## src/rtl/spi_shift_pkg.sv

```systemverilog
package spi_shift_pkg;
  localparam int MB_PHASE    = 0;
  localparam int MB_IDLE_HI  = 1;
  localparam int MB_LSB      = 3;
  localparam int MB_SHARED   = 4;
  localparam int MB_LOOP     = 5;
  localparam int MB_PAUSE_EN = 7;

  typedef enum logic {
    SH_IDLE = 1'b0,
    SH_RUN  = 1'b1
  } sh_state_e;
endpackage

```

## src/rtl/spi_edge_timer.sv

```systemverilog
module spi_edge_timer #(
  parameter int DIVW = 8
) (
  input  logic            clk,
  input  logic            rst_n,
  input  logic            run_i,
  input  logic            hold_i,
  input  logic [DIVW-1:0] div_i,
  output logic            edge_o
);
  logic [DIVW-1:0] tick_q, tick_d;
  logic            at_top;

  assign at_top = (tick_q == div_i);

  always_comb begin
    tick_d = tick_q;
    if (!run_i)       tick_d = '0;
    else if (!hold_i) tick_d = at_top ? '0 : tick_q + 1'b1;
  end

  always_ff @(posedge clk or negedge rst_n) begin
    if (!rst_n) tick_q <= '0;
    else        tick_q <= tick_d;
  end

  assign edge_o = run_i & ~hold_i & at_top;
endmodule

```

## src/rtl/spi_bit_pos.sv

```systemverilog
module spi_bit_pos #(
  parameter int MAXW = 32,
  localparam int LENW = $clog2(MAXW + 1),
  localparam int IW   = $clog2(MAXW)
) (
  input  logic [LENW-1:0] len_i,
  input  logic [LENW-1:0] idx_i,
  input  logic            lsb_i,
  output logic [IW-1:0]   pos_o,
  output logic            ok_o
);
  logic [LENW-1:0] raw;
  logic            raw_unused;

  assign raw        = lsb_i ? idx_i : (len_i - 1'b1 - idx_i);
  assign ok_o       = (idx_i < len_i);
  assign pos_o      = raw[IW-1:0];
  assign raw_unused = ^raw;
endmodule

```

## src/rtl/spi_rx_collect.sv

```systemverilog
module spi_rx_collect #(
  parameter int MAXW = 32,
  localparam int IW  = $clog2(MAXW)
) (
  input  logic            clk,
  input  logic            rst_n,
  input  logic            clear_i,
  input  logic            cap_i,
  input  logic            pos_ok_i,
  input  logic [IW-1:0]   pos_i,
  input  logic            bit_i,
  output logic [MAXW-1:0] word_o
);
  for (genvar b = 0; b < MAXW; b++) begin : g_bit
    logic hit, bit_q;
    assign hit = cap_i & pos_ok_i & (pos_i == IW'(b));
    always_ff @(posedge clk or negedge rst_n) begin
      if (!rst_n)       bit_q <= 1'b0;
      else if (clear_i) bit_q <= 1'b0;
      else if (hit)     bit_q <= bit_i;
    end
    assign word_o[b] = bit_q;
  end
endmodule

```

## src/rtl/spi_word_shifter.sv

```systemverilog
module spi_word_shifter
  import spi_shift_pkg::*;
#(
  parameter int MAXW = 32,
  parameter int DIVW = 8,
  localparam int LENW = $clog2(MAXW + 1)
) (
  input  logic            clk,
  input  logic            rst_n,
  input  logic            start_i,
  input  logic [MAXW-1:0] tx_word_i,
  input  logic            tx_en_i,
  input  logic [LENW-1:0] len_i,
  input  logic [DIVW-1:0] div_i,
  input  logic [7:0]      mode_i,
  input  logic            dir_i,
  input  logic            ready_i,
  input  logic            sdi_i,
  input  logic            sdo_pad_i,
  output logic            busy_o,
  output logic            done_o,
  output logic [MAXW-1:0] rx_word_o,
  output logic            sck_o,
  output logic            sdo_o,
  output logic            sdo_oe_o
);
  localparam int ECW    = LENW + 1;
  localparam int IW     = $clog2(MAXW);
  localparam int DEFLEN = (MAXW < 8) ? MAXW : 8;

  // reset release synchronizer
  logic [1:0] rsync_q;
  logic       rst_int_n;
  always_ff @(posedge clk or negedge rst_n) begin
    if (!rst_n) rsync_q <= 2'b00;
    else        rsync_q <= {rsync_q[0], 1'b1};
  end
  assign rst_int_n = rsync_q[1];

  // control state
  sh_state_e       state_q, state_d;
  logic [ECW-1:0]  ecnt_q, ecnt_d;
  logic            done_q, done_d;
  logic            load;

  // per-word settings captured at start
  logic [MAXW-1:0] tx_q;
  logic [LENW-1:0] len_q;
  logic [DIVW-1:0] div_q;
  logic            cpha_q, cpol_q, lsb_q, tw_q, loop_q, rdy_q, dir_q;

  logic [LENW-1:0] len_eff;
  logic            run, hold, edge_ev, last_edge, sample_ev;
  logic [ECW-1:0]  edge_total, oidx_w;
  logic [LENW-1:0] out_idx, in_idx;
  logic [IW-1:0]   tx_pos, rx_pos;
  logic            tx_ok, rx_ok, tx_bit, rx_bit;
  logic            aux_unused;

  always_comb begin
    if (len_i == '0)               len_eff = LENW'(DEFLEN);
    else if (int'(len_i) > MAXW)   len_eff = LENW'(MAXW);
    else                           len_eff = len_i;
  end

  assign run        = (state_q == SH_RUN);
  assign hold       = rdy_q & ~ready_i;
  assign edge_total = ECW'(len_q) << 1;
  assign last_edge  = edge_ev & (ecnt_q == edge_total - 1'b1);
  // phase 0 samples on odd transitions (count even before it), phase 1 on even
  assign sample_ev  = edge_ev & (ecnt_q[0] == cpha_q);

  always_comb begin
    state_d = state_q;
    ecnt_d  = ecnt_q;
    done_d  = 1'b0;
    load    = 1'b0;
    case (state_q)
      SH_IDLE: begin
        if (start_i) begin
          state_d = SH_RUN;
          ecnt_d  = '0;
          load    = 1'b1;
        end
      end
      SH_RUN: begin
        if (edge_ev) begin
          ecnt_d = ecnt_q + 1'b1;
          if (last_edge) begin
            state_d = SH_IDLE;
            done_d  = 1'b1;
          end
        end
      end
      default: state_d = SH_IDLE;
    endcase
  end

  always_ff @(posedge clk or negedge rst_int_n) begin
    if (!rst_int_n) begin
      state_q <= SH_IDLE;
      ecnt_q  <= '0;
      done_q  <= 1'b0;
    end else begin
      state_q <= state_d;
      ecnt_q  <= ecnt_d;
      done_q  <= done_d;
    end
  end

  always_ff @(posedge clk or negedge rst_int_n) begin
    if (!rst_int_n) begin
      tx_q   <= '0;
      len_q  <= LENW'(DEFLEN);
      div_q  <= '0;
      cpha_q <= 1'b0;
      cpol_q <= 1'b0;
      lsb_q  <= 1'b0;
      tw_q   <= 1'b0;
      loop_q <= 1'b0;
      rdy_q  <= 1'b0;
      dir_q  <= 1'b1;
    end else if (load) begin
      tx_q   <= (tx_en_i && (!mode_i[MB_SHARED] || dir_i)) ? tx_word_i : '0;
      len_q  <= len_eff;
      div_q  <= div_i;
      cpha_q <= mode_i[MB_PHASE];
      cpol_q <= mode_i[MB_IDLE_HI];
      lsb_q  <= mode_i[MB_LSB];
      tw_q   <= mode_i[MB_SHARED];
      loop_q <= mode_i[MB_LOOP];
      rdy_q  <= mode_i[MB_PAUSE_EN];
      dir_q  <= dir_i;
    end
  end

  spi_edge_timer #(.DIVW(DIVW)) u_timer (
    .clk    (clk),
    .rst_n  (rst_int_n),
    .run_i  (run),
    .hold_i (hold),
    .div_i  (div_q),
    .edge_o (edge_ev)
  );

  // bit ordinal on the wire: phase 1 advances on leading edges after the first
  assign oidx_w  = (cpha_q && ecnt_q != '0) ? (ecnt_q - 1'b1) : ecnt_q;
  assign out_idx = oidx_w[ECW-1:1];
  assign in_idx  = ecnt_q[ECW-1:1];

  spi_bit_pos #(.MAXW(MAXW)) u_tx_pos (
    .len_i (len_q),
    .idx_i (out_idx),
    .lsb_i (lsb_q),
    .pos_o (tx_pos),
    .ok_o  (tx_ok)
  );

  spi_bit_pos #(.MAXW(MAXW)) u_rx_pos (
    .len_i (len_q),
    .idx_i (in_idx),
    .lsb_i (lsb_q),
    .pos_o (rx_pos),
    .ok_o  (rx_ok)
  );

  assign tx_bit = tx_ok & tx_q[tx_pos];
  assign rx_bit = loop_q ? tx_bit : (tw_q ? sdo_pad_i : sdi_i);

  spi_rx_collect #(.MAXW(MAXW)) u_rx (
    .clk      (clk),
    .rst_n    (rst_int_n),
    .clear_i  (load),
    .cap_i    (sample_ev),
    .pos_ok_i (rx_ok),
    .pos_i    (rx_pos),
    .bit_i    (rx_bit),
    .word_o   (rx_word_o)
  );

  assign busy_o     = run;
  assign done_o     = done_q;
  assign sck_o      = run ? (cpol_q ^ ecnt_q[0]) : mode_i[MB_IDLE_HI];
  assign sdo_o      = run & tx_bit;
  assign sdo_oe_o   = ~(tw_q & ~dir_q);
  assign aux_unused = mode_i[2] ^ mode_i[6] ^ oidx_w[0];
endmodule

```

## config.mk

```make
export PLATFORM = sky130hd
export DESIGN_NAME = spi_word_shifter
export DESIGN_NICKNAME = d
export VERILOG_FILES = /design/src/rtl/spi_shift_pkg.sv /design/src/rtl/spi_edge_timer.sv /design/src/rtl/spi_bit_pos.sv /design/src/rtl/spi_rx_collect.sv /design/src/rtl/spi_word_shifter.sv
export SDC_FILE = /design/constraint.sdc
export NUM_CORES = 1
export LEC_CHECK = 0
export ABC_AREA = 1
export CORE_ASPECT_RATIO = 1.25
export CORE_UTILIZATION = 53
export DETAILED_ROUTE_END_ITERATION = 6
export PLACE_DENSITY = 0.78
export SYNTH_ARGS = -nofsm -noshare
export SYNTH_HDL_FRONTEND = slang
export SYNTH_HIERARCHICAL = 1
export SYNTH_SLANG_ARGS = --single-unit
export TNS_END_PERCENT = 1
```

## constraint.sdc

```tcl
create_clock -name clk -period 9.6 [get_ports clk]
set_clock_uncertainty 0.05 [all_clocks]
set_input_delay 1.92 -clock clk [delete_from_list [all_inputs] [get_ports clk]]
set_output_delay 1.92 -clock clk [all_outputs]
set_load 0.005 [all_outputs]
```

Word-level counts from Yosys, hierarchy flattened
Index checks and enable logic that the tools add are counted.
{"block": "op_classes", "add_sub_neg": 7, "multipliers": 0, "div_mod_pow": 0, "magnitude_cmp": 4, "n_eq_ne": 37, "n_shift": 0, "n_mux": 89, "bitwise": 47, "reduce_logical": 40}
{"op": "== test 5 bit, second input constant", "count": 16}
{"op": "2-to-1 mux 1 bit", "count": 75}
{"op": "nonzero test 2 bit", "count": 32}
{"op": "bitwise AND 1 bit", "count": 41}
{"op": "== test 5 x 4 -> 1 bit, second input constant", "count": 8}
{"op": "2-to-1 mux 32 bit", "count": 1}
{"op": "2-to-1 mux 8 bit", "count": 3}
{"op": "2-to-1 mux 7 bit", "count": 3}
{"op": "== test 5 x 3 -> 1 bit, second input constant", "count": 4}
{"op": "one-hot mux 7 bit (2 select lines)", "count": 1}
{"op": "subtractor 7 x 1 -> 7 bit, second input constant", "count": 2}
{"op": "less-than comparator 6 bit", "count": 2}
{"op": "2-to-1 mux 6 bit", "count": 2}
{"op": "== test 5 x 2 -> 1 bit, second input constant", "count": 2}
{"op": "2-to-1 mux 5 bit", "count": 2}
{"op": "subtractor 5 bit", "count": 2}
{"op": "adder 8 x 1 -> 8 bit, second input constant", "count": 1}
{"op": "== test 8 bit", "count": 1}
{"op": "adder 7 x 1 -> 7 bit, second input constant", "count": 1}
{"op": "== test 7 bit", "count": 1}
{"op": "nonzero test 7 bit", "count": 1}
{"op": "greater-than comparator 6 bit, second input constant", "count": 1}
{"op": "logical NOT 6 bit", "count": 1}
{"op": "less-than comparator 5 x 6 -> 1 bit, second input constant", "count": 1}
{"op": "14 further kinds", "count": 20}
{"block": "word_totals", "regBits": 104, "latch_bits": 0, "ramBits": 0, "mem_bits_ro": 0, "in_bits": 62, "wordCells": 271, "mem_count": 0}

Longest topological paths before layout
{"block": "depth", "ltp_word": 11, "depth_mapped": 28, "depth_no_buf": 26}

By module
Netlist, hierarchy kept.
{"module": "spi_word_shifter", "n_inst": 1, "cells_per_inst": 412, "area_each_um2": 3226.8, "seq_area_each_um2": 1604.0}
{"module": "spi_rx_collect", "n_inst": 1, "cells_per_inst": 311, "area_each_um2": 2065.7, "seq_area_each_um2": 800.8}
{"module": "spi_edge_timer", "n_inst": 1, "cells_per_inst": 109, "area_each_um2": 646.9, "seq_area_each_um2": 200.2}
{"module": "spi_bit_pos (u_rx_pos)", "n_inst": 1, "cells_per_inst": 66, "area_each_um2": 376.6, "seq_area_each_um2": 0.0}
{"module": "spi_bit_pos (u_tx_pos)", "n_inst": 1, "cells_per_inst": 59, "area_each_um2": 355.3, "seq_area_each_um2": 0.0}

Worst setup path after synthesis
No wires, ideal clock.
{"block": "synth_path", "kind": "register -> output", "startpoint": "register ecnt_q[0]", "endpoint": "output port sdo_o", "arrival_ns": 2.731, "required_time_ns": 7.630, "setup_slack_ns": 4.899, "path_stages_with_launch": 23, "path_buffers": 1, "path_cell_list": "dfrtp_1 -> inv_2 -> ha_1 -> nand2_1 -> nor2_2 -> nand2_1 -> nand2_1 -> inv_2 -> nand2_1 -> xor2_1 -> inv_1 -> fa_1 -> nand2_1 -> o21ai_1 -> buf_2 -> inv_2 -> nand3_1 -> nand3_1 -> nand2_1 -> nand2_1 -> nand3_2 -> nand3_1 -> nor2_1"}
{"block": "synth_via", "elab_chain_len": 9, "elab_cells_between_ends": 11, "classes_between": "2 x add/sub; 1 x order compare; 4 x mux; 2 x bitwise; 2 x reduce/logical"}
{"element": "from (decl)", "line": "spi_word_shifter.sv:42", "source": "logic [ECW-1:0] ecnt_q, ecnt_d;"}
{"element": "from (signal assigned)", "line": "spi_word_shifter.sv:106", "source": "ecnt_q <= ecnt_d;"}
{"element": "branches (longest 2 deep; another with subtractor 7 x 1 -> 7 bit)"}
{"element": "2-to-1 mux 7 bit (*)", "line": "spi_word_shifter.sv:147", "source": "assign oidx_w = (cpha_q && ecnt_q != '0) ? (ecnt_q - 1'b1) : ecnt_q;"}
{"element": "net oidx_w[2]", "line": "spi_word_shifter.sv:54", "source": "logic [ECW-1:0] edge_total, oidx_w;"}
{"element": "subtractor 5 bit", "line": "spi_bit_pos.sv:15", "source": "assign raw = lsb_i ? idx_i : (len_i - 1'b1 - idx_i);"}
{"element": "2-to-1 mux 5 bit (*)", "line": "spi_bit_pos.sv:15"}
{"element": "net tx_pos[1]", "line": "spi_word_shifter.sv:56", "source": "logic [IW-1:0] tx_pos, rx_pos;"}
{"element": "binary-select mux 1 bit (select 5 bit) (*)", "line": "spi_word_shifter.sv:167", "source": "assign tx_bit = tx_ok & tx_q[tx_pos];"}
{"element": "2-to-1 mux 1 bit (not written as such) (*)", "line": "spi_word_shifter.sv:167"}
{"element": "bitwise AND 1 bit (*)", "line": "spi_word_shifter.sv:167"}
{"element": "bitwise AND 1 bit (*)", "line": "spi_word_shifter.sv:184", "source": "assign sdo_o = run & tx_bit;"}
{"element": "to (decl)", "line": "spi_word_shifter.sv:24", "source": "output logic sdo_o,"}
Mark *: on every way through the listed nets, which the timed path passes. The select of a mux whose other input is x is not followed.

Worst setup path in the final report
{"block": "layout_path", "startpoint": "register ecnt_q[1]", "endpoint": "output port sdo_o"}
The elaborated chain is that of the path after synthesis.

==> results.sh <==
export IMPL_outcome="complete, no violations"
export IMPL_path_max_fanout=9
export IMPL_cts_setup_buffers=0
export IMPL_antenna_cells=0
export IMPL_clock_sinks=104
export IMPL_holdBufCountCts=0
export IMPL_routed_wl_mm=14.3
export IMPL_r2r_start="ecnt_q[1]"
export IMPL_rsz0062_at_grt="no"
export IMPL_gp_congestion=0.898
export IMPL_cp_common_cell="nand2_1"
export IMPL_grt_pass1_wl_mm=24.5
export IMPL_leakage_nw=3.99
export IMPL_crit_slowest_cell="fa_1"
export IMPL_cp_top_family="simple AND/OR/NAND/NOR gates"
export IMPL_core_area_um2=12200
export IMPL_yosys_warnings=6
export IMPL_setup_viol=0
export IMPL_setup_tns_ps=0
export IMPL_end_kind="output port"
export IMPL_std_cell_rows=45
export IMPL_required_ps=7630
export IMPL_grt_use_total=0.236
export IMPL_routed_via_count=5888
export IMPL_synth_edf_count=0
export IMPL_cts_root_buf="clkbuf_16"
export IMPL_synthFlopType="dfrtp_1"
export IMPL_r2r_end="u_rx/g_bit[25].bit_q"
export IMPL_worstMarginPinSlew_ps=1120
export IMPL_vias_per_cell=5.02
export IMPL_globalRouteOverflowTotal=0
export IMPL_arrival_ps=4300
export IMPL_ys_ff_latch=104
export IMPL_path_class="reg2out"
export IMPL_grt_pass1_vias=5539
export IMPL_critPathMaxStageDelay_ps=530
export IMPL_numCtsBuffers=9
export IMPL_start_util=0.546
export IMPL_pre_cts_ws_ps=3740
export IMPL_fin_crit_sh=0.653
export IMPL_final_layout_size_suffix_gt1_frac=0.0545
export IMPL_synth_area_per_cell_um2=6.97
export IMPL_syn_area_um2=6670
export IMPL_area_growth_synth_to_final_pct=16.0
export IMPL_io_pins=99
export IMPL_cp_num_buf_inv=5
export IMPL_path_cells="inv_1, ha_1, nand2_1, nor2_2, nand2_1, nand2_1, inv_2, nand2_1, xor2_1, inv_1, fa_1, nand2_1, o21ai_1, inv_2, nand3_1, nand3_1, nand2_1, nand2_1, nand3_2, nand3_1, nor2_1, clkdlybuf4s50_1"
export IMPL_synth_nets=1045
export IMPL_first_iter_violations=291
export IMPL_cts_resized=0
export IMPL_clock_latency_ps=350
export IMPL_cp_start_kind="flop"
export IMPL_port_buffers=96
export IMPL_synthCells=957
export IMPL_clk_pin_slew_worst_paths_ps=70
export IMPL_die_x_um=102
export IMPL_cts_buffer_depth=2
export IMPL_cts_tree="done"
export IMPL_r2r_cells=26
export IMPL_fmax_ghz=0.160
export IMPL_fillers=1152
export IMPL_rrSetupSlack_ps=4830
export IMPL_fin_crit_ps=6270
export IMPL_firstDrtPassIters=4
export IMPL_yosysUniqueCellTypes=35
export IMPL_grt_max_degree=76
export IMPL_slew_headroom=0.252
export IMPL_fin_nets=1094
export IMPL_synthArstFlopShare=1.00
export IMPL_detail_route_wl_per_cell_um=12.1
export IMPL_antenna_found_initial=0
export IMPL_peakVddDrop_mv=0.124
export IMPL_die_h_um=127
export IMPL_drtAntennaViolNets=0
export IMPL_drc_errors=0
export IMPL_hold_path_class="reg2async"
export IMPL_fin_ws_ps=3330
export IMPL_hold_viol=0
export IMPL_ys_seq_area_frac=0.390
export IMPL_final_util=0.634
export IMPL_fp_dieArea_um2=13000
export IMPL_dp_hpwl_mm=10.1
export IMPL_slew_viol_final=0
export IMPL_cellPowerDensity_nw_per_um2=228
export IMPL_max_cap_violations=0
export IMPL_cts_htree_levels=3
worst reg2reg max path: stages (launching register included):
cell	delay [ps]
dfrtp_1	470
inv_1	110
ha_1	180
nand2_1	80
nor2_2	100
nand2_1	70
nand2_1	100
inv_2	40
nand2_1	60
xor2_1	220
inv_1	130
fa_1	530
nand2_1	50
o21ai_1	370
inv_2	220
a21oi_1	160
o21ai_1	80
nand3_1	90
nand2_1	60
nand2_1	70
nand3_2	70
nand4_1	80
nand2_1	100
nand2_1	810
nand3_1	200
nand2_1	120
inv_1	40
where the power goes:
group | switching (mW) | internal, mW
clock | 0.158 | 0.201
sequential | 0.0703 | 0.493
combinational | 0.533 | 0.308
total | 0.761 | 1.00
area by class of cell:
class | instances | area [um2] | area share
clock buffers | 10 | 229 | 0.0296
clock inverters | 5 | 58.8 | 0.00760
inverters | 119 | 452 | 0.0583
multi-input cells | 670 | 3180 | 0.411
flip-flops and latches | 104 | 2610 | 0.337
well taps | 164 | 205 | 0.0265
repair buffers | 102 | 1010 | 0.130
cell families after synthesis:
| group | synth area share |
|---|---|
| AND/OR/NAND/NOR | 0.340 |
| buffers and inverters | 0.133 |
| flip-flops | 0.390 |
| AO/OA/AOI/OAI | 0.0647 |
| adder cells (fa/ha/maj) | 0.0510 |
| XOR/XNOR | 0.0210 |
| other | 0.000562 |
worst max path at each step:
stage	startpoint	end	slack, ps	cells past startpoint
after floorplan	ecnt_q[0]	sdo_o	4900	22
after global placement	ecnt_q[0]	sdo_o	3780	22
after detailed placement	ecnt_q[1]	sdo_o	3740	22
after CTS	ecnt_q[1]	sdo_o	3340	22
after global routing	ecnt_q[1]	sdo_o	3000	22
final	ecnt_q[1]	sdo_o	3330	22
flip-flops by register name, summed over array words and instances, names as in the netlist:
name and flops:
u_timer/tick_q 8, dir_q 1, done_o 1, len_q 6, rsync_q 2, rdy_q 1
div_q 8, busy_o 1, u_rx/g_bit.bit_q 32, cpol_q 1, lsb_q 1, tw_q 1
tx_q 32, cpha_q 1, loop_q 1, ecnt_q 7
metal layers:
metal | share of wire | vias to the layer above | track usage
met2 | 0.51 | 139 | 0.423
met3 | 0.027 | 31 | 0.0334
met5 | 0 | - | 0
li1 | - | 3031 | -
met1 | 0.44 | 2687 | 0.275
met4 | 0.028 | 0 | 0.102
synth_stat cells, types with 2 or more instances:
cell | number | area, um2
buf_4 | 38 | 285
nand4_1 | 3 | 18.8
nand2_2 | 7 | 43.8
nor2_1 | 65 | 244
nor2_4 | 2 | 22.5
fa_1 | 2 | 40.0
nor2_2 | 5 | 31.3
nor3_1 | 3 | 15.0
ha_1 | 24 | 300
xnor2_1 | 5 | 43.8
nand3_1 | 95 | 475
nor3_2 | 3 | 30.0
buf_6 | 3 | 33.8
buf_2 | 13 | 65.1
o21ai_1 | 19 | 95.1
inv_1 | 108 | 405
nand3_2 | 2 | 20.0
or2_1 | 2 | 12.5
o21ai_0 | 38 | 190
inv_2 | 10 | 37.5
xor2_1 | 11 | 96.3
o22ai_1 | 8 | 50.1
dfstp_2 | 2 | 52.6
dfrtp_1 | 102 | 2550
nand2_1 | 354 | 1330
a21oi_1 | 16 | 80.1
clkbuf_1 | 9 | 33.8
through the flow:
step	hold WS [ps]	cell area [um2]	std cells	total power, mW
detailed placement	200	7450	1159	1.40
floorplan	281	6670	957	1.21
CTS	204	7740	1174	1.77
finish	188	7740	1174	1.76
global placement	199	7450	1159	1.38
global route	220	7740	1174	1.91
cells in the final DEF (no fill, tap or decap), drive strengths merged, types with 2 or more instances in the layout:
master	synthesis	final
dfstp	2	2
xnor2	5	5
nand3	97	97
clkbuf	9	10
fa	2	2
nand4	3	3
clkinvlp	0	2
or2	3	3
dfrtp	102	102
clkinv	0	2
ha	24	24
inv	119	119
nor3	6	6
a21oi	16	16
clkdlybuf4s50	0	96
buf	55	6
nor2	72	72
nand2	362	362
o22ai	8	8
xor2	11	11
o21ai	57	57
No activity file was read; power rests on OpenSTA's default activity.
